<file path="config.mk">
export PLATFORM = sky130hd
export DESIGN_NAME = sm_admit_ctrl
export DESIGN_NICKNAME = d
export VERILOG_FILES = /design/src/rtl/admit_pkg.sv /design/src/rtl/admit_lowfree.sv /design/src/rtl/admit_warps.sv /design/src/rtl/admit_slot_table.sv /design/src/rtl/sm_admit_ctrl.sv
export SDC_FILE = /design/constraint.sdc
export NUM_CORES = 1
export LEC_CHECK = 0
export BUFFER_PORTS_ARGS = -buffer_cell sky130_fd_sc_hd__buf_2
export CORE_AREA = 2 2 99 124
export CTS_BUF_LIST = sky130_fd_sc_hd__clkbuf_2
export DETAILED_ROUTE_END_ITERATION = 12
export DIE_AREA = 0 0 101 126
export PLACE_DENSITY = 0.87
export SLEW_MARGIN = 20
export SYNTH_ARGS = -nofsm -noshare
export SYNTH_HDL_FRONTEND = slang
export SYNTH_HIERARCHICAL = 1
export SYNTH_SLANG_ARGS = --single-unit
</file>
<file path="constraint.sdc">
create_clock -name clk -period 12.45 [get_ports clk]
set_input_delay 0.6225 -clock clk [delete_from_list [all_inputs] [get_ports clk]]
set_output_delay 0.6225 -clock clk [all_outputs]
set_load 0.01 [all_outputs]
</file>
<file path="src/rtl/admit_pkg.sv">
package admit_pkg;
   localparam int DEF_MAX_BLOCKS    = 8;
   localparam int DEF_MAX_THREADS   = 1536;
   localparam int DEF_BLOCK_THREADS = 1024;
   localparam int DEF_WARP_SIZE     = 32;

   function automatic bit is_pow2(input int v);
      return (v > 0) && ((v & (v - 1)) == 0);
   endfunction
endpackage

</file>
<file path="src/rtl/admit_lowfree.sv">
module admit_lowfree #(
   parameter int N  = 8,
   parameter int IW = 3
) (
   input  logic [N-1:0]  busy,
   output logic [IW-1:0] idx,
   output logic          any_free
);
   always_comb begin
      idx      = '0;
      any_free = 1'b0;
      for (int i = N - 1; i >= 0; i--) begin
         if (!busy[i]) begin
            idx      = IW'(i);
            any_free = 1'b1;
         end
      end
   end
endmodule

</file>
<file path="src/rtl/admit_warps.sv">
module admit_warps #(
   parameter int TW = 11,
   parameter int WW = 6,
   parameter int WS = 32
) (
   input  logic [TW-1:0] threads,
   output logic [WW-1:0] warps
);
   localparam int SH = $clog2(WS);
   logic [TW:0] padded;

   assign padded = {1'b0, threads} + (TW+1)'(WS - 1);

   generate
      if (admit_pkg::is_pow2(WS)) begin : g_shift
         assign warps = WW'(padded >> SH);
      end else begin : g_div
         assign warps = WW'(padded / (TW+1)'(WS));
      end
   endgenerate
endmodule

</file>
<file path="src/rtl/admit_slot_table.sv">
module admit_slot_table #(
   parameter int N  = 8,
   parameter int SW = 3,
   parameter int TW = 11
) (
   input  logic          clk,
   input  logic          rst_n,
   input  logic          alloc_en,
   input  logic [SW-1:0] alloc_slot,
   input  logic [TW-1:0] alloc_thr,
   input  logic          rel_req,
   input  logic [SW-1:0] rel_slot,
   output logic [N-1:0]  occ,
   output logic          rel_hit,
   output logic [TW-1:0] rel_thr
);
   logic [TW-1:0] thr_q [N];
   logic          rel_in_range;

   assign rel_in_range = (int'(rel_slot) < N);

   generate
      for (genvar s = 0; s < N; s++) begin : g_slot
         always_ff @(posedge clk) begin
            if (!rst_n) begin
               occ[s]   <= 1'b0;
               thr_q[s] <= '0;
            end else if (alloc_en && int'(alloc_slot) == s) begin
               occ[s]   <= 1'b1;
               thr_q[s] <= alloc_thr;
            end else if (rel_hit && int'(rel_slot) == s) begin
               occ[s]   <= 1'b0;
            end
         end
      end
   endgenerate

   always_comb begin
      rel_hit = 1'b0;
      rel_thr = '0;
      if (rel_req && rel_in_range) begin
         for (int s = 0; s < N; s++) begin
            if (int'(rel_slot) == s) begin
               rel_hit = occ[s];
               rel_thr = occ[s] ? thr_q[s] : '0;
            end
         end
      end
   end
endmodule

</file>
<file path="src/rtl/sm_admit_ctrl.sv">
module sm_admit_ctrl #(
   parameter int MAX_BLOCKS    = admit_pkg::DEF_MAX_BLOCKS,
   parameter int MAX_THREADS   = admit_pkg::DEF_MAX_THREADS,
   parameter int BLOCK_THREADS = admit_pkg::DEF_BLOCK_THREADS,
   parameter int WARP_SIZE     = admit_pkg::DEF_WARP_SIZE,
   parameter int TW = $clog2(BLOCK_THREADS + 1),
   parameter int SW = $clog2(MAX_BLOCKS),
   parameter int WW = $clog2((BLOCK_THREADS + WARP_SIZE - 1) / WARP_SIZE + 1),
   parameter int BW = $clog2(MAX_BLOCKS + 1),
   parameter int UW = $clog2(MAX_THREADS + 1)
) (
   input  logic          clk,
   input  logic          rst_n,
   input  logic          req_valid,
   input  logic [TW-1:0] req_threads,
   output logic          req_ready,
   output logic          resp_valid,
   output logic          resp_ok,
   output logic [SW-1:0] resp_slot,
   output logic [WW-1:0] resp_warps,
   input  logic          done_valid,
   input  logic [SW-1:0] done_slot,
   output logic [BW-1:0] used_blocks,
   output logic [UW-1:0] used_threads
);
   generate
      if (MAX_BLOCKS < 2)                 begin : g_e0 $error("MAX_BLOCKS must be at least 2"); end
      if (BLOCK_THREADS > MAX_THREADS)    begin : g_e1 $error("block larger than thread budget"); end
      if (WARP_SIZE < 1)                  begin : g_e2 $error("WARP_SIZE must be positive"); end
      if (TW < $clog2(BLOCK_THREADS + 1)) begin : g_e3 $error("TW too narrow"); end
      if (UW < $clog2(MAX_THREADS + 1))   begin : g_e4 $error("UW too narrow"); end
   endgenerate

   logic [MAX_BLOCKS-1:0] slot_occ;
   logic [MAX_BLOCKS-1:0] busy_eff;
   logic                  rel_hit;
   logic [TW-1:0]         rel_thr;
   logic [SW-1:0]         free_idx;
   logic                  any_free;
   logic [WW-1:0]         warps_c;
   logic [BW-1:0]         blocks_eff;
   logic [UW-1:0]         threads_eff;
   logic [UW:0]           need_thr;
   logic                  size_bad;
   logic                  fits;
   logic                  take;
   logic                  hs;

   admit_slot_table #(.N(MAX_BLOCKS), .SW(SW), .TW(TW)) u_tab (
      .clk        (clk),
      .rst_n      (rst_n),
      .alloc_en   (take),
      .alloc_slot (free_idx),
      .alloc_thr  (req_threads),
      .rel_req    (done_valid),
      .rel_slot   (done_slot),
      .occ        (slot_occ),
      .rel_hit    (rel_hit),
      .rel_thr    (rel_thr)
   );

   always_comb begin
      busy_eff = slot_occ;
      for (int s = 0; s < MAX_BLOCKS; s++) begin
         if (rel_hit && int'(done_slot) == s) busy_eff[s] = 1'b0;
      end
   end

   admit_lowfree #(.N(MAX_BLOCKS), .IW(SW)) u_low (
      .busy     (busy_eff),
      .idx      (free_idx),
      .any_free (any_free)
   );

   admit_warps #(.TW(TW), .WW(WW), .WS(WARP_SIZE)) u_wrp (
      .threads (req_threads),
      .warps   (warps_c)
   );

   assign blocks_eff  = used_blocks - BW'(rel_hit);
   assign threads_eff = used_threads - UW'(rel_thr);
   assign need_thr    = {1'b0, threads_eff} + (UW+1)'(req_threads);
   assign size_bad    = (req_threads == '0) || (req_threads > TW'(BLOCK_THREADS));
   assign fits        = !size_bad && any_free
                        && (blocks_eff < BW'(MAX_BLOCKS))
                        && (need_thr <= (UW+1)'(MAX_THREADS));
   assign req_ready   = size_bad || fits;
   assign hs          = req_valid && req_ready;
   assign take        = req_valid && fits;

   always_ff @(posedge clk) begin
      if (!rst_n) begin
         used_blocks  <= '0;
         used_threads <= '0;
         resp_valid   <= 1'b0;
         resp_ok      <= 1'b0;
         resp_slot    <= '0;
         resp_warps   <= '0;
      end else begin
         used_blocks  <= blocks_eff + BW'(take);
         used_threads <= threads_eff + (take ? UW'(req_threads) : '0);
         resp_valid   <= hs;
         resp_ok      <= take;
         resp_slot    <= take ? free_idx : '0;
         resp_warps   <= take ? warps_c : '0;
      end
   end
endmodule

</file>
# ---- After elaboration in Yosys (flattened, before gate mapping)
# Memory sizes are Yosys's and may differ from the RTL's.
# Index checks and enable logic that the tools add are counted.
dict set report classes {
  multipliers 0
  div 0
  order_cmp 3
  n_addsub 6
  n_reduce_logical 28
  eq_ne 14
  shifts 0
  n_bitwise 8
  mux 92
}
# operator count
set ops {}
lappend ops {{$mux W11} 26}
lappend ops {{$mux W1} 58}
lappend ops {{$eq A3 B3 Y1 const B} 8}
lappend ops {{$mux W3} 8}
lappend ops {{$logic_and A1 B1 Y1} 21}
lappend ops {{$add A11 B11 Y12} 1}
lappend ops {{$eq A3 B2 Y1 const B} 4}
lappend ops {{$le A12 B11 Y1 const B} 1}
lappend ops {{$add A11 B11 Y11} 1}
lappend ops {{$add A11 B5 Y11 const B} 1}
lappend ops {{$gt A11 B11 Y1 const B} 1}
lappend ops {{$logic_not A11 Y1} 1}
lappend ops {{$sub A11 B11 Y11} 1}
lappend ops {{$or A1 B1 Y1} 8}
lappend ops {{$eq A3 B1 Y1 const B} 2}
lappend ops {{$logic_not A3 Y1} 2}
lappend ops {{$add A4 B1 Y4} 1}
lappend ops {{$lt A4 B4 Y1 const B} 1}
lappend ops {{$sub A4 B1 Y4} 1}
lappend ops {{$logic_or A1 B1 Y1} 2}
lappend ops {{$reduce_and A2 Y1} 1}
lappend ops {{$logic_not A1 Y1} 1}
dict set report word_totals {
  out_inout_bits 27
  reg_bits 34
  latchBits 0
  rom_bits 0
  mem_count 1
  ram_bits 88
}
# name depth word_bits read_ports rd_ports_with_merged_regs write_ports line_no
set memory_table {}
lappend memory_table {u_tab.thr_q 8 11 8 0 8 admit_slot_table.sv:17} ;# logic [TW-1:0] thr_q [N];

# ---- Longest topological paths before layout
# Gate-level depths: netlist (run 1).
dict set report logic_depth {
  word_depth 29
  ltp_mapped 33
  mapped_depth_nobuf 30
}

# ---- Cells and area by module
# Netlist (run 1), hierarchy kept.
# mod seq_area_each_um2 cells_each n_inst area_per_inst_um2
set by_module_without_submodules {}
lappend by_module_without_submodules {admit_slot_table 2802.7 399 1 4717.0}
lappend by_module_without_submodules {sm_admit_ctrl 520.5 297 1 2439.8}
lappend by_module_without_submodules {admit_warps 0.0 16 1 113.9}
lappend by_module_without_submodules {admit_lowfree 0.0 14 1 77.6}

# ---- Worst setup path before layout (run 1)
# Ideal clock, no wire load.
dict set report synth_timing {
  kind {input-to-reg}
  startpoint {input done_slot[0]}
  endpoint {register used_threads[10]}
  n_path_buf 3
  setup_time_ps 134
  required_ps 12316
  setup_slack_ps 5648
  arrival_time_ps 6668
  stages 29
  path_cell_list {buf_4 or3b_1 buf_2 a21oi_1 a211oi_1 a31o_2 ha_1 fa_1 nor2b_1 o2111ai_2 a41oi_1 or4b_1 nand3_1 ha_1 or3b_2 a22oi_1 a211o_1 a21oi_4 buf_4 and2_1 ha_1 fa_1 a21o_1 a211oi_1 o21ai_0 a41oi_1 a31oi_1 a2111oi_1 a311oi_1}
}
# item line_no
set synth_lines {}
lappend synth_lines {{start, declared} sm_admit_ctrl.sv:22} ;# input logic [SW-1:0] done_slot,
lappend synth_lines {{$logic_not A3 Y1} admit_slot_table.sv:43} ;# if (int'(rel_slot) == s) begin
lappend synth_lines {{$mux W11 (7 in a row)} admit_slot_table.sv:43}
lappend synth_lines {{$mux W11 (*)} admit_slot_table.sv:43}
lappend synth_lines {{$mux W11 (*)} admit_slot_table.sv:41} ;# if (rel_req && rel_in_range) begin
lappend synth_lines {{named net rel_thr[0]} sm_admit_ctrl.sv:37} ;# logic [TW-1:0] rel_thr;
lappend synth_lines {{$sub A11 B11 Y11 (*)} sm_admit_ctrl.sv:81} ;# assign threads_eff = used_threads - UW'(rel_thr);
lappend synth_lines {{$add A11 B11 Y12 (*)} sm_admit_ctrl.sv:82} ;# assign need_thr = {1'b0, threads_eff} + (UW+1)'(req_threads);
lappend synth_lines {{$le A12 B11 Y1 (*)} sm_admit_ctrl.sv:86} ;# && (need_thr <= (UW+1)'(MAX_THREADS));
lappend synth_lines {{$logic_and A1 B1 Y1 (*)} sm_admit_ctrl.sv:86}
lappend synth_lines {{$logic_and A1 B1 Y1 (*)} sm_admit_ctrl.sv:89} ;# assign take = req_valid && fits;
lappend synth_lines {{named net take} sm_admit_ctrl.sv:46} ;# logic take;
lappend synth_lines {{$mux W11 (*)} sm_admit_ctrl.sv:101} ;# used_threads <= threads_eff + (take ? UW'(req_threads) : '0);
lappend synth_lines {{$add A11 B11 Y11 (*)} sm_admit_ctrl.sv:101}
lappend synth_lines {{end signal, assigned} sm_admit_ctrl.sv:101}
lappend synth_lines {{end, declared} sm_admit_ctrl.sv:24} ;# output logic [UW-1:0] used_threads
# The timed path passes the listed nets; every way through them passes the cells marked *.
# A chain may end at the register's enable or synchronous reset.

# ---- Worst setup path after layout (run 1)
dict set report layout_timing {
  startpoint {input done_slot[0]}
  endpoint {register used_threads[10]}
}
# item line_no
set layout_lines {}
lappend layout_lines {{$logic_not A3 Y1} admit_slot_table.sv:43}
lappend layout_lines {{$mux W11 (7 in a row)} admit_slot_table.sv:43}
lappend layout_lines {{$mux W11 (*)} admit_slot_table.sv:43}
lappend layout_lines {{$mux W11 (*)} admit_slot_table.sv:41}
lappend layout_lines {{named net rel_thr[0]} sm_admit_ctrl.sv:37}
lappend layout_lines {{$sub A11 B11 Y11 (*)} sm_admit_ctrl.sv:81}
lappend layout_lines {{$add A11 B11 Y12} sm_admit_ctrl.sv:82}
lappend layout_lines {{$le A12 B11 Y1} sm_admit_ctrl.sv:86}
lappend layout_lines {{$logic_and A1 B1 Y1} sm_admit_ctrl.sv:86}
lappend layout_lines {{$logic_and A1 B1 Y1} sm_admit_ctrl.sv:89}
lappend layout_lines {{$mux W11} sm_admit_ctrl.sv:101}
lappend layout_lines {{$add A11 B11 Y11 (*)} sm_admit_ctrl.sv:101}
# Marks and branches as above.

==> impl_metrics.toml, run 1 <==
[status]
outcome = "finished clean"

[sta]
hold_viol_final = 0
fin_crit_ns = 7.71
slew_headroom_pct = 28.3
fin_skew_ns = 0.0310
fmaxAchievable_ghz = 0.130
finalSetupViolCount = 0
slew_violations = 0
rsz0062_at_grt = "no"
worstMarginPinSlew_ns = 1.07
min_period_over_period_pct = 61.9
setup-tns-final_ns = 0

[routing]
vias = 5916
dr.pass1.iters = 6
wl_per_cell_um = 20.0
drt-vias-per-instance = 6.47
dr.first_iter.drc_count = 474
drc = 0
routed_wl_um = 18300
detail-route-antenna-nets = 0

[floorplan]
die_height_um = 126
fp-row-count = 44
core_area_um2 = 11600
start_util_pct = 63.6
die_area_um2 = 12700
die_w_um = 101
ios = 45

[final_layout]
syn_to_final_growth_pct = 7.27
finalInstanceArea_um2 = 7880
final_cell_mix = "105 x and2_1, 88 x edfxtp_1, 48 x a21oi_1"
antennaDiodeCount = 0
drive_above_1_share_pct = 14.3
final_cells = 914
final_common_cell = "and2_1"
final_nets = 819

[placed_design]
dpl_cell_area_um2 = 7640
numPortBuffers = 44
hpwl_um = 13300
dp_cells = 882
gp_congestion = 1.00

[grt]
grt_pass1_wl_um = 29400
grt-ovfl-total = 0
antenna_found_initial = 0
grt_pass1_vias = 5700
grt_usage_pct = 30.4
grt_max_degree = 43

[hold_path]
holdCritPathClass = "primary input to flop"
hp-start = "req_valid"

[setup_path]
rr_startpoint = "u_tab/occ[3]"
cp_data_required_time_ns = 13.02
cpPeakStageDelay_ns = 0.62
cp-start-kind = "primary input"
critPathKind = "primary input to flop"
startpoint = "done_slot[0]"
crit_slowest_cell = "buf_2"
cpMostUsedCell = "ha_1"
cp-end-kind = "flop"
arrival_ns = 8.28
cp_max_fo = 42

[pwr]
p_int_mw = 0.916
p_comb_share_pct = 50.4
vdd_drop_max_mv = 0.207
powerDensity_nw_per_um2 = 197
leakage_nw = 3.31
seq_power_share_pct = 32.8
clkPwrFrac_pct = 16.8
p_sw_mw = 0.637
p_sw_share_pct = 41.0

[synthesis]
ys_seq_area_share_pct = 45.2
yosysTopAreaCell = "edfxtp_1"
syn-cell-area_um2 = 7350
synth_cell_type_count = 69
ys_warn_count = 6
ys_async_sr_fraction_pct = 0
synth_top_area_share_pct = 36.0
ys.flop_type = "edfxtp_1"
synth_edf_count = 88
ys_ff_latch = 122
syn_avg_cell_area_um2 = 10.1
mappedNetlistNets = 782
syn_inst = 726
yosys-top-cells-area = "edfxtp_1 36%, dfxtp_1 9.3%, and2_1 8.9%, ha_1 6.0%, a21oi_1 3.3%"

[cts]
post_cts_resized = 0
cts_hold_buf = 0
cts_root_buf = "clkbuf_2"
insertion_delay_ns = 0.69
cts_tree = "done"
cts_setup_buffers = 0
cts_buffers = 17
clkTransAtPathRegs_ns = 0.18
clock_tree.buffer_depth = 2
htreeDepth = 4
clock-sinks = 122

[job]
maxCapViolCount = 0
## critical path: cells and delay by family
kind	cells	cell delay, ns
xor gates and xnor gates	1	0.16
adders and majority gates	5	1.64
AOI/OAI and AO/OA	14	3.15
buffers and inverters	1	0.62
and+or+nand+nor	8	2.04
## power groups by stage
stage	Clock (mW)	Combinational (mW)	Sequential, mW
after floorplan	0	0.584	0.522
after global placement	0	0.747	0.516
after detailed placement	0	0.772	0.518
after CTS	0.262	0.776	0.509
after global routing	0.281	0.866	0.513
final	0.262	0.782	0.509
## kinds of logic (layout without fill, tap and decap cells)
group,count (synthesis),count (layout),synth area share [%]
adder cells (fa/ha/maj),38,38,6.78
AO/OA/AOI/OAI,199,199,19.3
XOR/XNOR,29,29,3.46
flip-flops,122,122,45.2
multiplexers,13,13,1.77
AND/OR/NAND/NOR,255,255,19.4
buffers and inverters,70,120,4.10
## cell usage after synthesis (all sizes together) (14+ instances only)
| cell | number |
|---|---|
| a21o | 19 |
| a21oi | 49 |
| a31o | 16 |
| and2 | 105 |
| buf | 14 |
| clkbuf | 21 |
| dfxtp | 34 |
| edfxtp | 88 |
| ha | 35 |
| inv | 35 |
| nand2 | 41 |
| nor2 | 34 |
| o21ai | 22 |
| xnor2 | 18 |
## layer usage
| layer | share of wire [%] | up-vias | wire [um] | track usage [%] |
|---|---|---|---|---|
| li1 | - | 2741 | - | - |
| met1 | 38 | 2813 | 6900 | 37.0 |
| met2 | 48 | 289 | 8870 | 48.9 |
| met3 | 7.1 | 73 | 1300 | 5.44 |
| met4 | 6.8 | 0 | 1240 | 20.2 |
| met5 | 0 | - | 0 | 0 |
## state kept, by name (all words and copies together) (netlist names)
name          count
resp_warps        6
u_tab/thr_q      88
used_threads     11
resp_slot         3
used_blocks       4
resp_ok           1
resp_valid        1
u_tab/occ         8
## through the flow
| stage | setup slack (ns) | hold WS (ns) | util, % | total power [mW] |
|---|---|---|---|---|
| finish | 4.74 | 0.154 | 68.2 | 1.55 |
| global route | 4.10 | 0.139 | 68.2 | 1.66 |
| CTS | 4.89 | 0.144 | 68.2 | 1.55 |
| detailed placement | 4.17 | 0.529 | 66.1 | 1.29 |
| global placement | 4.42 | 0.516 | 66.1 | 1.26 |
| floorplan | 5.65 | 0.485 | - | 1.11 |
## final cells by class
class,instances,area [um2]
well taps,138,173
inverters,35,131
multi-input cells,534,3720
clock buffers,19,95.1
repair buffers,53,288
flip-flops and latches,122,3320
clock inverters,13,149
fillers,896,3680
## final timing paths
check	to	slack, ns	cells past startpoint
setup reg to reg	used_threads[10]	4.80	30
setup / recovery	used_threads[10]	4.74	29
hold reg to reg	u_tab/occ[6]	0.57	2
hold / removal	resp_valid	0.15	3
Note: power is estimated with default switching activity, not from simulation.
==> run 2, diff against run 1 <==
- CORE_AREA: 2 2 99 124 -> 2 2 99 125
- DIE_AREA: 0 0 101 126 -> 0 0 101 127
- PLACE_DENSITY: 0.87 -> 0.86
- clock period: 12.45 -> 7.5 ns (I/O delays scaled with it)
==> run 2 against run 1 <==
Effect of this change: clock power is 84% higher; sequential power is 67% higher; non-clock buffer count is 10 higher; cell count is 1.1% higher; clock skew is 0.0070 ns higher; critical path depth is 1 higher; critical path type is now flop to flop; highest routed layer unchanged.
==> impl_metrics.toml, run 2 (synthesis gave the netlist of run 1 again) <==
[status]
outcome = "finished clean"

[pwr]
p_int_mw = 1.57
p_sw_share_pct = 41.2
p_total_mw = 2.66
powerDensity_nw_per_um2 = 332
leakage_nw = 3.38
vdd_drop_max_mv = 0.388
clkPwrFrac_pct = 18.1
seq_power_share_pct = 31.9
p_sw_mw = 1.10
p_comb_share_pct = 50.0

[setup_path]
critPathKind = "flop to flop"
cp-end-kind = "flop"
cp-start-kind = "flop"
cpPeakStageDelay_ns = 0.45
crit_slowest_cell = "fa_1"
cp_max_fo = 11
arrival_ns = 7.69
cp_data_required_time_ns = 8.10
r2r_slack_ns = 0.41

[grt]
grt-ovfl-total = 0
grt_max_degree = 35
antenna_found_initial = 0
grt_pass1_wl_um = 29600
grt_pass1_vias = 5835
grt_usage_pct = 30.5

[cts]
clkTransAtPathRegs_ns = 0.19
cts_tree = "done"
clock_tree.buffer_depth = 2
cts_buffers = 17
cts_root_buf = "clkbuf_2"
htreeDepth = 4
clock-sinks = 122
insertion_delay_ns = 0.72
cts_setup_buffers = 0

[sta]
hold_viol_final = 0
worstMarginPinSlew_ns = 0.821
rsz0062_at_grt = "no"
setup-tns-final_ns = 0
finalSetupViolCount = 0
min_period_over_period_pct = 94.5
slew_headroom_pct = 45.0
slew_violations = 0
fin_crit_ns = 7.09
fmaxAchievable_ghz = 0.141
final.hold.worst_slack_ns = 0.133
fin_skew_ns = 0.0380

[routing]
wl_met2_um = 8930
drc = 0
wl_per_cell_um = 20.5
top_layer = "met4"
vias = 6070
drt-vias-per-instance = 6.57
dr.first_iter.drc_count = 565
met3_length_um = 1440
met1_length_um = 7130
routed_wl_um = 19000
detail-route-antenna-nets = 0
dr.pass1.iters = 8

[final_layout]
final_nets = 829
largest_reg_flops = 88
final_cell_mix = "105 x and2_1, 88 x edfxtp_1, 48 x a21oi_1"
top_register = "u_tab/thr_q"
finish.utilization_pct = 69.3
antennaDiodeCount = 0
reg_top3 = "u_tab/thr_q (88), used_threads (11), u_tab/occ (8)"
final_cells = 924
drive_above_1_share_pct = 15.6
syn_to_final_growth_pct = 8.97
fill_cells = 861
final_common_cell = "and2_1"

[floorplan]
die_area_um2 = 12800
fp-row-count = 44
die_w_um = 101
die_height_um = 127
core_area_um2 = 11600
start_util_pct = 63.6
ios = 45

[placed_design]
numPortBuffers = 44
gp_congestion = 0.955
dp_cells = 891
hpwl_um = 13600

[hold_path]
holdCritPathClass = "primary input to flop"

[job]
maxCapViolCount = 0
run 2: cell count changes in the layout (fill, tap and decap cells not counted), moves of 2 or more:
cell	change
clkinv_4	+2
clkinv_2	-4
clkbuf_2	-2
buf_4	+9
run 2: power by group through the flow:
stage               logic, mW  registers [mW]  clock network (mW)
floorplan               0.969           0.867                   0
global placement         1.24           0.860                   0
detailed placement       1.29           0.863                   0
CTS                      1.30           0.848               0.486
global route             1.47           0.854               0.513
finish                   1.33           0.848               0.481
run 2: routing by layer:
metal | vias to the layer above | GRT usage [%]
met3 | 112 | 6.56
met4 | 0 | 21.1
met5 | - | 0
met1 | 2835 | 36.5
met2 | 354 | 48.7
li1 | 2769 | -
run 2: what timing repair did:
action	4_1_cts	5_1_grt
endpoints found under the hold margin	1	0
setup endpoints to repair	0	1
gates resized for setup	0	3
hold buffers	1	0
run 2: final cells by class:
class | instances | area, um2 | share of cell area [%]
clock buffer | 17 | 85.1 | 1.06
clock inverter | 15 | 195 | 2.44
inverter | 35 | 131 | 1.64
multi-input combinational | 534 | 3730 | 46.6
sequential | 122 | 3320 | 41.5
tap | 138 | 173 | 2.16
timing repair buffer | 63 | 365 | 4.56
run 2: worst paths after layout:
kind | to | depth (start not counted) | from
setup reg to reg | used_threads[10] | 30 | u_tab/occ[1]
setup / recovery | used_threads[10] | 30 | u_tab/occ[1]
hold / removal | resp_valid | 3 | rst_n
hold reg to reg | u_tab/occ[0] | 2 | u_tab/occ[0]
run 2: per-stage QoR:
step           setup slack (ns)  instance area [um2]
6_report                  0.413                 8010
2_1_floorplan             0.946                 7350
5_1_grt                  0.0197                 8010
3_3_place_gp              0.419                 7710
4_1_cts                   0.341                 8000
3_5_place_dp              0.102                 7710
run 2: worst max-delay path: cells and delay by family, from the launching register on:
kind | cells | cell delay, ns
AOI/OAI and AO/OA | 17 | 3.67
and+or+nand+nor | 7 | 1.55
adders and majority gates | 4 | 1.21
DFF | 1 | 0.42
muxes | 1 | 0.10
buffers and inverters | 1 | 0.05
